--- config.mk ---
export PLATFORM = sky130hd
export DESIGN_NAME = bqf_audio_top
export DESIGN_NICKNAME = d
export VERILOG_FILES = /design/src/rtl/bqf_pkg.sv /design/src/rtl/bqf_mixer.sv /design/src/rtl/bqf_biquad.sv /design/src/rtl/bqf_mode_reg.sv /design/src/rtl/bqf_audio_top.sv
export SDC_FILE = /design/constraint.sdc
export NUM_CORES = 2
export LEC_CHECK = 0
export BUFFER_PORTS_ARGS = -buffer_cell sky130_fd_sc_hd__buf_2
export CAP_MARGIN = 25
export CORE_UTILIZATION = 55
export CTS_CLUSTER_SIZE = 40
export DETAILED_ROUTE_END_ITERATION = 16
export PLACE_DENSITY = 0.72
export SLEW_MARGIN = 20
export SYNTH_ARGS = -nofsm -noshare
export SYNTH_HDL_FRONTEND = slang
export SYNTH_SLANG_ARGS = --single-unit
--- constraint.sdc ---
create_clock -name clk -period 14.38 [get_ports clk]
set_clock_uncertainty 0.1 [all_clocks]
set_input_delay 2.876 -clock clk [delete_from_list [all_inputs] [get_ports clk]]
set_output_delay 2.876 -clock clk [all_outputs]
set_load 0.01 [all_outputs]
--- src/rtl/bqf_pkg.sv ---
package bqf_pkg;

    localparam int SAMPLE_W  = 24;
    localparam int COEF_W    = 16;
    localparam int COEF_FRAC = 14;
    localparam int NUM_CH    = 2;
    localparam int WORD_W    = SAMPLE_W * NUM_CH;
    localparam int ACC_W     = SAMPLE_W + COEF_W + 3;
    localparam int NUM_FILT  = 2;
    localparam int LAMP_W    = 3;

    typedef logic signed [SAMPLE_W-1:0] sample_t;

    typedef enum logic [1:0] {
        MODE_PASS = 2'd0,
        MODE_LOW  = 2'd1,
        MODE_BAND = 2'd2,
        MODE_RSVD = 2'd3
    } mode_e;

    typedef struct packed {
        logic signed [COEF_W-1:0] b0;
        logic signed [COEF_W-1:0] b1;
        logic signed [COEF_W-1:0] b2;
        logic signed [COEF_W-1:0] a1;
        logic signed [COEF_W-1:0] a2;
    } coef_t;

    typedef struct packed {
        logic    valid;
        sample_t data;
    } beat_t;

    localparam coef_t LOW_COEF = '{
        b0: 16'sd1024, b1: 16'sd2048, b2: 16'sd1024,
        a1: -16'sd19661, a2: 16'sd7373
    };

    localparam coef_t BAND_COEF = '{
        b0: 16'sd2048, b1: 16'sd0, b2: -16'sd2048,
        a1: -16'sd26214, a2: 16'sd13107
    };

    // Filter bank index order: 0 low-pass, 1 band-pass
    localparam int IDX_LOW  = 0;
    localparam int IDX_BAND = 1;

    // Round half up at the Q2.14 point, then clamp to the sample range
    function automatic sample_t round_sat(input logic signed [ACC_W-1:0] acc);
        logic signed [ACC_W-1:0] half_lsb;
        logic signed [ACC_W-1:0] biased;
        logic signed [ACC_W-1:0] shifted;
        logic signed [ACC_W-1:0] hi_lim;
        logic signed [ACC_W-1:0] lo_lim;
        half_lsb = $signed({{(ACC_W-COEF_FRAC){1'b0}}, 1'b1, {(COEF_FRAC-1){1'b0}}});
        hi_lim   = $signed({{(ACC_W-SAMPLE_W+1){1'b0}}, {(SAMPLE_W-1){1'b1}}});
        lo_lim   = $signed({{(ACC_W-SAMPLE_W+1){1'b1}}, {(SAMPLE_W-1){1'b0}}});
        biased   = acc + half_lsb;
        shifted  = biased >>> COEF_FRAC;
        if (shifted > hi_lim) begin
            return hi_lim[SAMPLE_W-1:0];
        end else if (shifted < lo_lim) begin
            return lo_lim[SAMPLE_W-1:0];
        end
        return shifted[SAMPLE_W-1:0];
    endfunction

    // The reserved code falls back to bypass
    function automatic mode_e effective_mode(input logic [1:0] raw);
        case (raw)
            2'd1:    return MODE_LOW;
            2'd2:    return MODE_BAND;
            default: return MODE_PASS;
        endcase
    endfunction

    function automatic logic [LAMP_W-1:0] lamp_of(input mode_e m);
        case (m)
            MODE_LOW:  return 3'b010;
            MODE_BAND: return 3'b100;
            default:   return 3'b001;
        endcase
    endfunction

endpackage

--- src/rtl/bqf_mixer.sv ---
module bqf_mixer
    import bqf_pkg::*;
(
    input  logic              clk,
    input  logic              rst,
    input  logic              in_valid,
    input  logic [WORD_W-1:0] in_data,
    output beat_t             mono
);

    sample_t halves [NUM_CH];
    sample_t sum;

    for (genvar ch = 0; ch < NUM_CH; ch++) begin : g_half
        assign halves[ch] = $signed(in_data[ch*SAMPLE_W +: SAMPLE_W]) >>> 1;
    end

    always_comb begin
        sum = '0;
        for (int ch = 0; ch < NUM_CH; ch++) begin
            sum = sum + halves[ch];
        end
    end

    always_ff @(posedge clk) begin
        if (rst) begin
            mono <= '0;
        end else begin
            mono.valid <= in_valid;
            if (in_valid) begin
                mono.data <= sum;
            end
        end
    end


    mix_valid_chk: assert property (@(posedge clk) disable iff (rst)
        in_valid |=> mono.valid);

endmodule

--- src/rtl/bqf_biquad.sv ---
module bqf_biquad
    import bqf_pkg::*;
#(
    parameter coef_t COEF = LOW_COEF
) (
    input  logic    clk,
    input  logic    rst,
    input  logic    en,
    input  sample_t x,
    output sample_t y
);

    sample_t x1, x2, y1, y2;

    logic signed [ACC_W-1:0] p_b0, p_b1, p_b2, p_a1, p_a2;
    logic signed [ACC_W-1:0] acc;

    always_comb begin
        p_b0 = ACC_W'(x)  * ACC_W'(COEF.b0);
        p_b1 = ACC_W'(x1) * ACC_W'(COEF.b1);
        p_b2 = ACC_W'(x2) * ACC_W'(COEF.b2);
        p_a1 = ACC_W'(y1) * ACC_W'(COEF.a1);
        p_a2 = ACC_W'(y2) * ACC_W'(COEF.a2);
        acc  = p_b0 + p_b1 + p_b2 - p_a1 - p_a2;
        y    = round_sat(acc);
    end

    always_ff @(posedge clk) begin
        if (rst) begin
            x1 <= '0;
            x2 <= '0;
            y1 <= '0;
            y2 <= '0;
        end else if (en) begin
            x1 <= x;
            x2 <= x1;
            y1 <= y;
            y2 <= y1;
        end
    end


    hold_state_chk: assert property (@(posedge clk) disable iff (rst)
        !en |=> ($stable(x1) && $stable(x2) && $stable(y1) && $stable(y2)));


    shift_line_chk: assert property (@(posedge clk) disable iff (rst)
        en |=> (x2 == $past(x1) && y2 == $past(y1)));

endmodule

--- src/rtl/bqf_mode_reg.sv ---
module bqf_mode_reg
    import bqf_pkg::*;
(
    input  logic              clk,
    input  logic              rst,
    input  logic              wr_en,
    input  logic [1:0]        wr_mode,
    output mode_e             mode,
    output logic [LAMP_W-1:0] lamps
);

    logic [1:0] raw_q;

    always_ff @(posedge clk) begin
        if (rst) begin
            raw_q <= 2'd0;
        end else if (wr_en) begin
            raw_q <= wr_mode;
        end
    end

    assign mode  = effective_mode(raw_q);
    assign lamps = lamp_of(mode);


    one_lamp_chk: assert property (@(posedge clk) disable iff (rst)
        $countones(lamps) == 1);


    rsvd_pass_chk: assert property (@(posedge clk) disable iff (rst)
        (wr_en && wr_mode == 2'd3) |=> (lamps == 3'b001));

endmodule

--- src/rtl/bqf_audio_top.sv ---
module bqf_audio_top
    import bqf_pkg::*;
(
    input  logic              clk,
    input  logic              rst,
    input  logic              s_valid,
    input  logic [WORD_W-1:0] s_data,
    input  logic              cfg_wr,
    input  logic [1:0]        cfg_mode,
    output logic              m_valid,
    output logic [WORD_W-1:0] m_data,
    output logic              lamp_pass,
    output logic              lamp_low,
    output logic              lamp_band
);

    localparam coef_t BANK [NUM_FILT] = '{LOW_COEF, BAND_COEF};

    beat_t             mono;
    sample_t           filt_y [NUM_FILT];
    sample_t           chosen;
    mode_e             mode;
    logic [LAMP_W-1:0] lamps;

    bqf_mixer u_mixer (
        .clk      (clk),
        .rst      (rst),
        .in_valid (s_valid),
        .in_data  (s_data),
        .mono     (mono)
    );

    for (genvar f = 0; f < NUM_FILT; f++) begin : g_filt
        bqf_biquad #(.COEF(BANK[f])) u_bq (
            .clk (clk),
            .rst (rst),
            .en  (mono.valid),
            .x   (mono.data),
            .y   (filt_y[f])
        );
    end

    bqf_mode_reg u_mode (
        .clk     (clk),
        .rst     (rst),
        .wr_en   (cfg_wr),
        .wr_mode (cfg_mode),
        .mode    (mode),
        .lamps   (lamps)
    );

    always_comb begin
        case (mode)
            MODE_LOW:  chosen = filt_y[IDX_LOW];
            MODE_BAND: chosen = filt_y[IDX_BAND];
            default:   chosen = mono.data;
        endcase
    end

    always_ff @(posedge clk) begin
        if (rst) begin
            m_valid <= 1'b0;
            m_data  <= '0;
        end else begin
            m_valid <= mono.valid;
            if (mono.valid) begin
                m_data <= {NUM_CH{chosen}};
            end
        end
    end

    assign lamp_pass = lamps[0];
    assign lamp_low  = lamps[1];
    assign lamp_band = lamps[2];


    out_valid_chk: assert property (@(posedge clk) disable iff (rst)
        mono.valid |=> m_valid);


    out_idle_chk: assert property (@(posedge clk) disable iff (rst)
        !mono.valid |=> (!m_valid && $stable(m_data)));


    bypass_copy_chk: assert property (@(posedge clk) disable iff (rst)
        (mono.valid && mode == MODE_PASS) |=> (m_data[SAMPLE_W-1:0] == $past(mono.data)));

endmodule

==> out/results.md <==
• finished, final reports clean — outcome
• 0 — Yosys Warn Count
• 0 — number of setup buffers added after CTS
• 1.01 ns — Slew @ Worst Pin
• no — unrepaired setup endpoints after global routing
• 18.4 um — wire length per cell
• 196 — sinks on the clock net
• 0.76 ns — Max stage delay on crit path
• 35 — depth of the worst register-to-register path
• 0.515 — fraction of the mapped netlist area in adder cells
• 0.0368 mm2 — multi-input combinational cell area
• 0 — cts repair resizes
• 196 — flops & latches, synth
• 11.80 ns — Period minus WS final
• 12.05 ns — data arrival time of the worst path
• 103 — number of buffer cells added on primary ports
• 0.0543 — post-synthesis xor/xnor area fraction
• 2,688 — count of routing violations after the opening detailed-route iteration
• 1 — initial antenna violation count
• 0.0463 mm2 — post-synthesis cell area
• 5.49 — Avg Vias per Cell
• 2.58 ns — final critical-path setup slack
• 0 — count of flip-flops with a built-in enable after synthesis
• 0.0795 — area share of and/or/nand/nor cells after synthesis
• 6,239 — number of instances in the placed design
• 0.0834 mm2 — Std-Cell Core Area
• 292 um — die boundary width
• register to register — Critical Setup Path Class
• 0.0484 mm2 — Post-Layout Inst Area
• 152 — maximum number of pins on one net before global-route repair
• 14.62 ns — required time at the endpoint of the critical path
• 0.0401 — layout cells sized above 1
• 115,000 um — total wirelength of the detailed-routed design
• 6,706 — Synthesized Nets
• 106 — Site Rows
• sky130_fd_sc_hd__fa_1 — crit-path most repeated cell
• 0.09 ns — Reg clk slew, reported paths
• 4 — H-tree depth
• 106 — IO Pins
• 0.0853 mm2 — Die Area
• 5,157 — synthesized instance count
• 0 — number of hold-repair buffers added at the cts stage
• 0 — count of endpoints failing setup in the final report
• 0 — final routed DRC violation total
• 0 ns — final setup TNS
• 0.821 — ratio of final minimum period to clock period
• 0.0280 — mux share of post-synthesis cell area
• 14 — critical-path maximum fanout
• 6,728 — net total in the final layout
• 0.322 — normalized max-slew margin
• 292 um — height of the die
• 6 — number of iterations in the first detailed-routing pass
• g_filt[1].u_bq.y1[12] — worst r2r src
• 0 — Remaining Overflow, GRT
• 0 — Hold Vio Cnt, Final
• 0.0848 — sequential share of the synthesized area
• 0 — share of async-settable or async-resettable flops after synthesis
• 2 — deepest clock path buffer count
• 0.119 — post-synthesis compound-gate area fraction
• 17 — number of buffers added by the clock tree synthesis step
• 98,500 um — Detailed Place HPWL
• sky130_fd_sc_hd__inv_1, sky130_fd_sc_hd__ha_1, sky130_fd_sc_hd__fa_1, sky130_fd_sc_hd__nor2_1, sky130_fd_sc_hd__a21oi_1 — highest-count cells in the layout ignoring fill and taps
• u_mode.raw_q[1] — startpoint of the worst hold path
• 0.51 ns — clk_lat worst skew
• sky130_fd_sc_hd__clkbuf_16 — cell at the root of the clock tree
• sky130_fd_sc_hd__a21oi_2 — Crit-path slowest cell
• 0.939 — final RePlAce weighted congestion
• 6,274 — non-filler instance count after layout
• sky130_fd_sc_hd__dfxtp_1 — most instantiated flip-flop cell in the synthesis netlist
• 8.97 um2 — Mapped Avg Cell Area
• 0.00393 mm2 — area occupied by registers
• 84.7 MHz — highest clock frequency the design can meet
• register to register — class of the most critical hold timing path
• 0.0477 mm2 — placed standard-cell area
• 0 — maxcap violations
• 88 — number of unique standard cell types used by synthesis
• done — TritonCTS clock tree
• 0 — max-slew violation total from the final report
• adder cells — dominant combinational cell family by area after synthesis
• 0 — number of routed nets with antenna violations
• 186,000 um — wire length of the first global-routing pass
• register — CP Launch Type
• 34,100 — via count of the first global-routing pass
• 2 — number of cells on the worst hold path
• 2.72 ns — Setup WS pre-CTS
• 7,340 — number of fill cells
• g_filt[1].u_bq.y1[12] — startpoint of the most critical setup path
• 4.68% — Layout Area Growth over Synthesis
• register — type of destination of the critical path
• 34,400 — number of vias in the routed layout
• sky130_fd_sc_hd__inv_1 — leading cell type in the layout, fill and taps excluded
• 0.281 — overall routing resource usage
• 0.555 — starting density of the core
worst max-delay path: cells and delay by family (launching register included):
kind,cells,cell delay [ns]
and+or+nand+nor,8,1.71
DFF,1,0.58
xor gates and xnor gates,1,0.18
AOI/OAI and AO/OA,10,3.60
muxes,1,0.36
buffers and inverters,4,0.25
adders and majority gates,11,4.85
per-stage QoR:
step                hold slack (ns)  utilization
finish                        0.439        0.581
global route                  0.475        0.581
CTS                           0.446        0.580
detailed placement            0.429        0.572
global placement              0.411        0.572
floorplan                     0.384            -
final timing paths:
path / to / slack [ns]
min reg2reg: u_mode.raw_q[1] / 0.44
max: m_data[39] / 2.58
min: u_mode.raw_q[1] / 0.44
max reg2reg: m_data[39] / 2.58
state kept, by name, indices dropped and copies added, names as in the netlist:
name / flops
u_mixer.mono: 25
u_mode.raw_q: 2
g_filt.u_bq.y1: 48
g_filt.u_bq.y2: 48
m_valid: 1
m_data: 24
g_filt.u_bq.x1: 24
g_filt.u_bq.x2: 24
layer usage:
| metal | part of all wire | vias up | global-route usage |
|---|---|---|---|
| li1 | - | 16600 | - |
| met1 | 0.48 | 16800 | 0.426 |
| met2 | 0.43 | 906 | 0.423 |
| met3 | 0.066 | 86 | 0.0403 |
| met4 | 0.018 | 0 | 0.0566 |
| met5 | 0 | - | 0 |
cell type report:
class | instances | share of cell area
multi-input cells | 3517 | 0.760
diodes | 2 | 0.000103
flip-flops and latches | 196 | 0.0811
inverters | 1323 | 0.103
clock buffers | 18 | 0.00930
repair buffers | 124 | 0.0149
well taps | 1080 | 0.0279
clock inverters | 14 | 0.00416
synthesized netlist by cell type, types with 25 or more instances:
cell type	instances	area share
sky130_fd_sc_hd__nor2b_1	26	0.0035
sky130_fd_sc_hd__a211oi_1	31	0.0050
sky130_fd_sc_hd__mux2i_1	126	0.027
sky130_fd_sc_hd__o211ai_1	48	0.0078
sky130_fd_sc_hd__inv_1	1323	0.11
sky130_fd_sc_hd__dfxtp_1	196	0.085
sky130_fd_sc_hd__a21o_1	115	0.019
sky130_fd_sc_hd__clkbuf_1	74	0.0060
sky130_fd_sc_hd__nor3_1	51	0.0055
sky130_fd_sc_hd__xnor2_1	164	0.031
sky130_fd_sc_hd__xor2_1	117	0.022
sky130_fd_sc_hd__o21bai_1	36	0.0058
sky130_fd_sc_hd__fa_1	678	0.29
sky130_fd_sc_hd__a21oi_1	226	0.024
sky130_fd_sc_hd__nor2_1	312	0.025
sky130_fd_sc_hd__nand2_1	170	0.014
sky130_fd_sc_hd__buf_4	25	0.0041
sky130_fd_sc_hd__nand3_1	50	0.0054
sky130_fd_sc_hd__nand2b_1	48	0.0065
sky130_fd_sc_hd__ha_1	817	0.22
sky130_fd_sc_hd__a31oi_1	48	0.0065
sky130_fd_sc_hd__o21ai_0	125	0.014
cell families after synthesis:
logic type | count (synthesis)
DFF | 196
muxes | 129
and+or+nand+nor | 785
adders and majority gates | 1496
AOI/OAI and AO/OA | 824
xor gates and xnor gates | 283
buffers and inverters | 1444
Power is left out: the tool's default activity adds up to more than one toggle a clock period on the data nets, which glitch-free logic cannot reach.
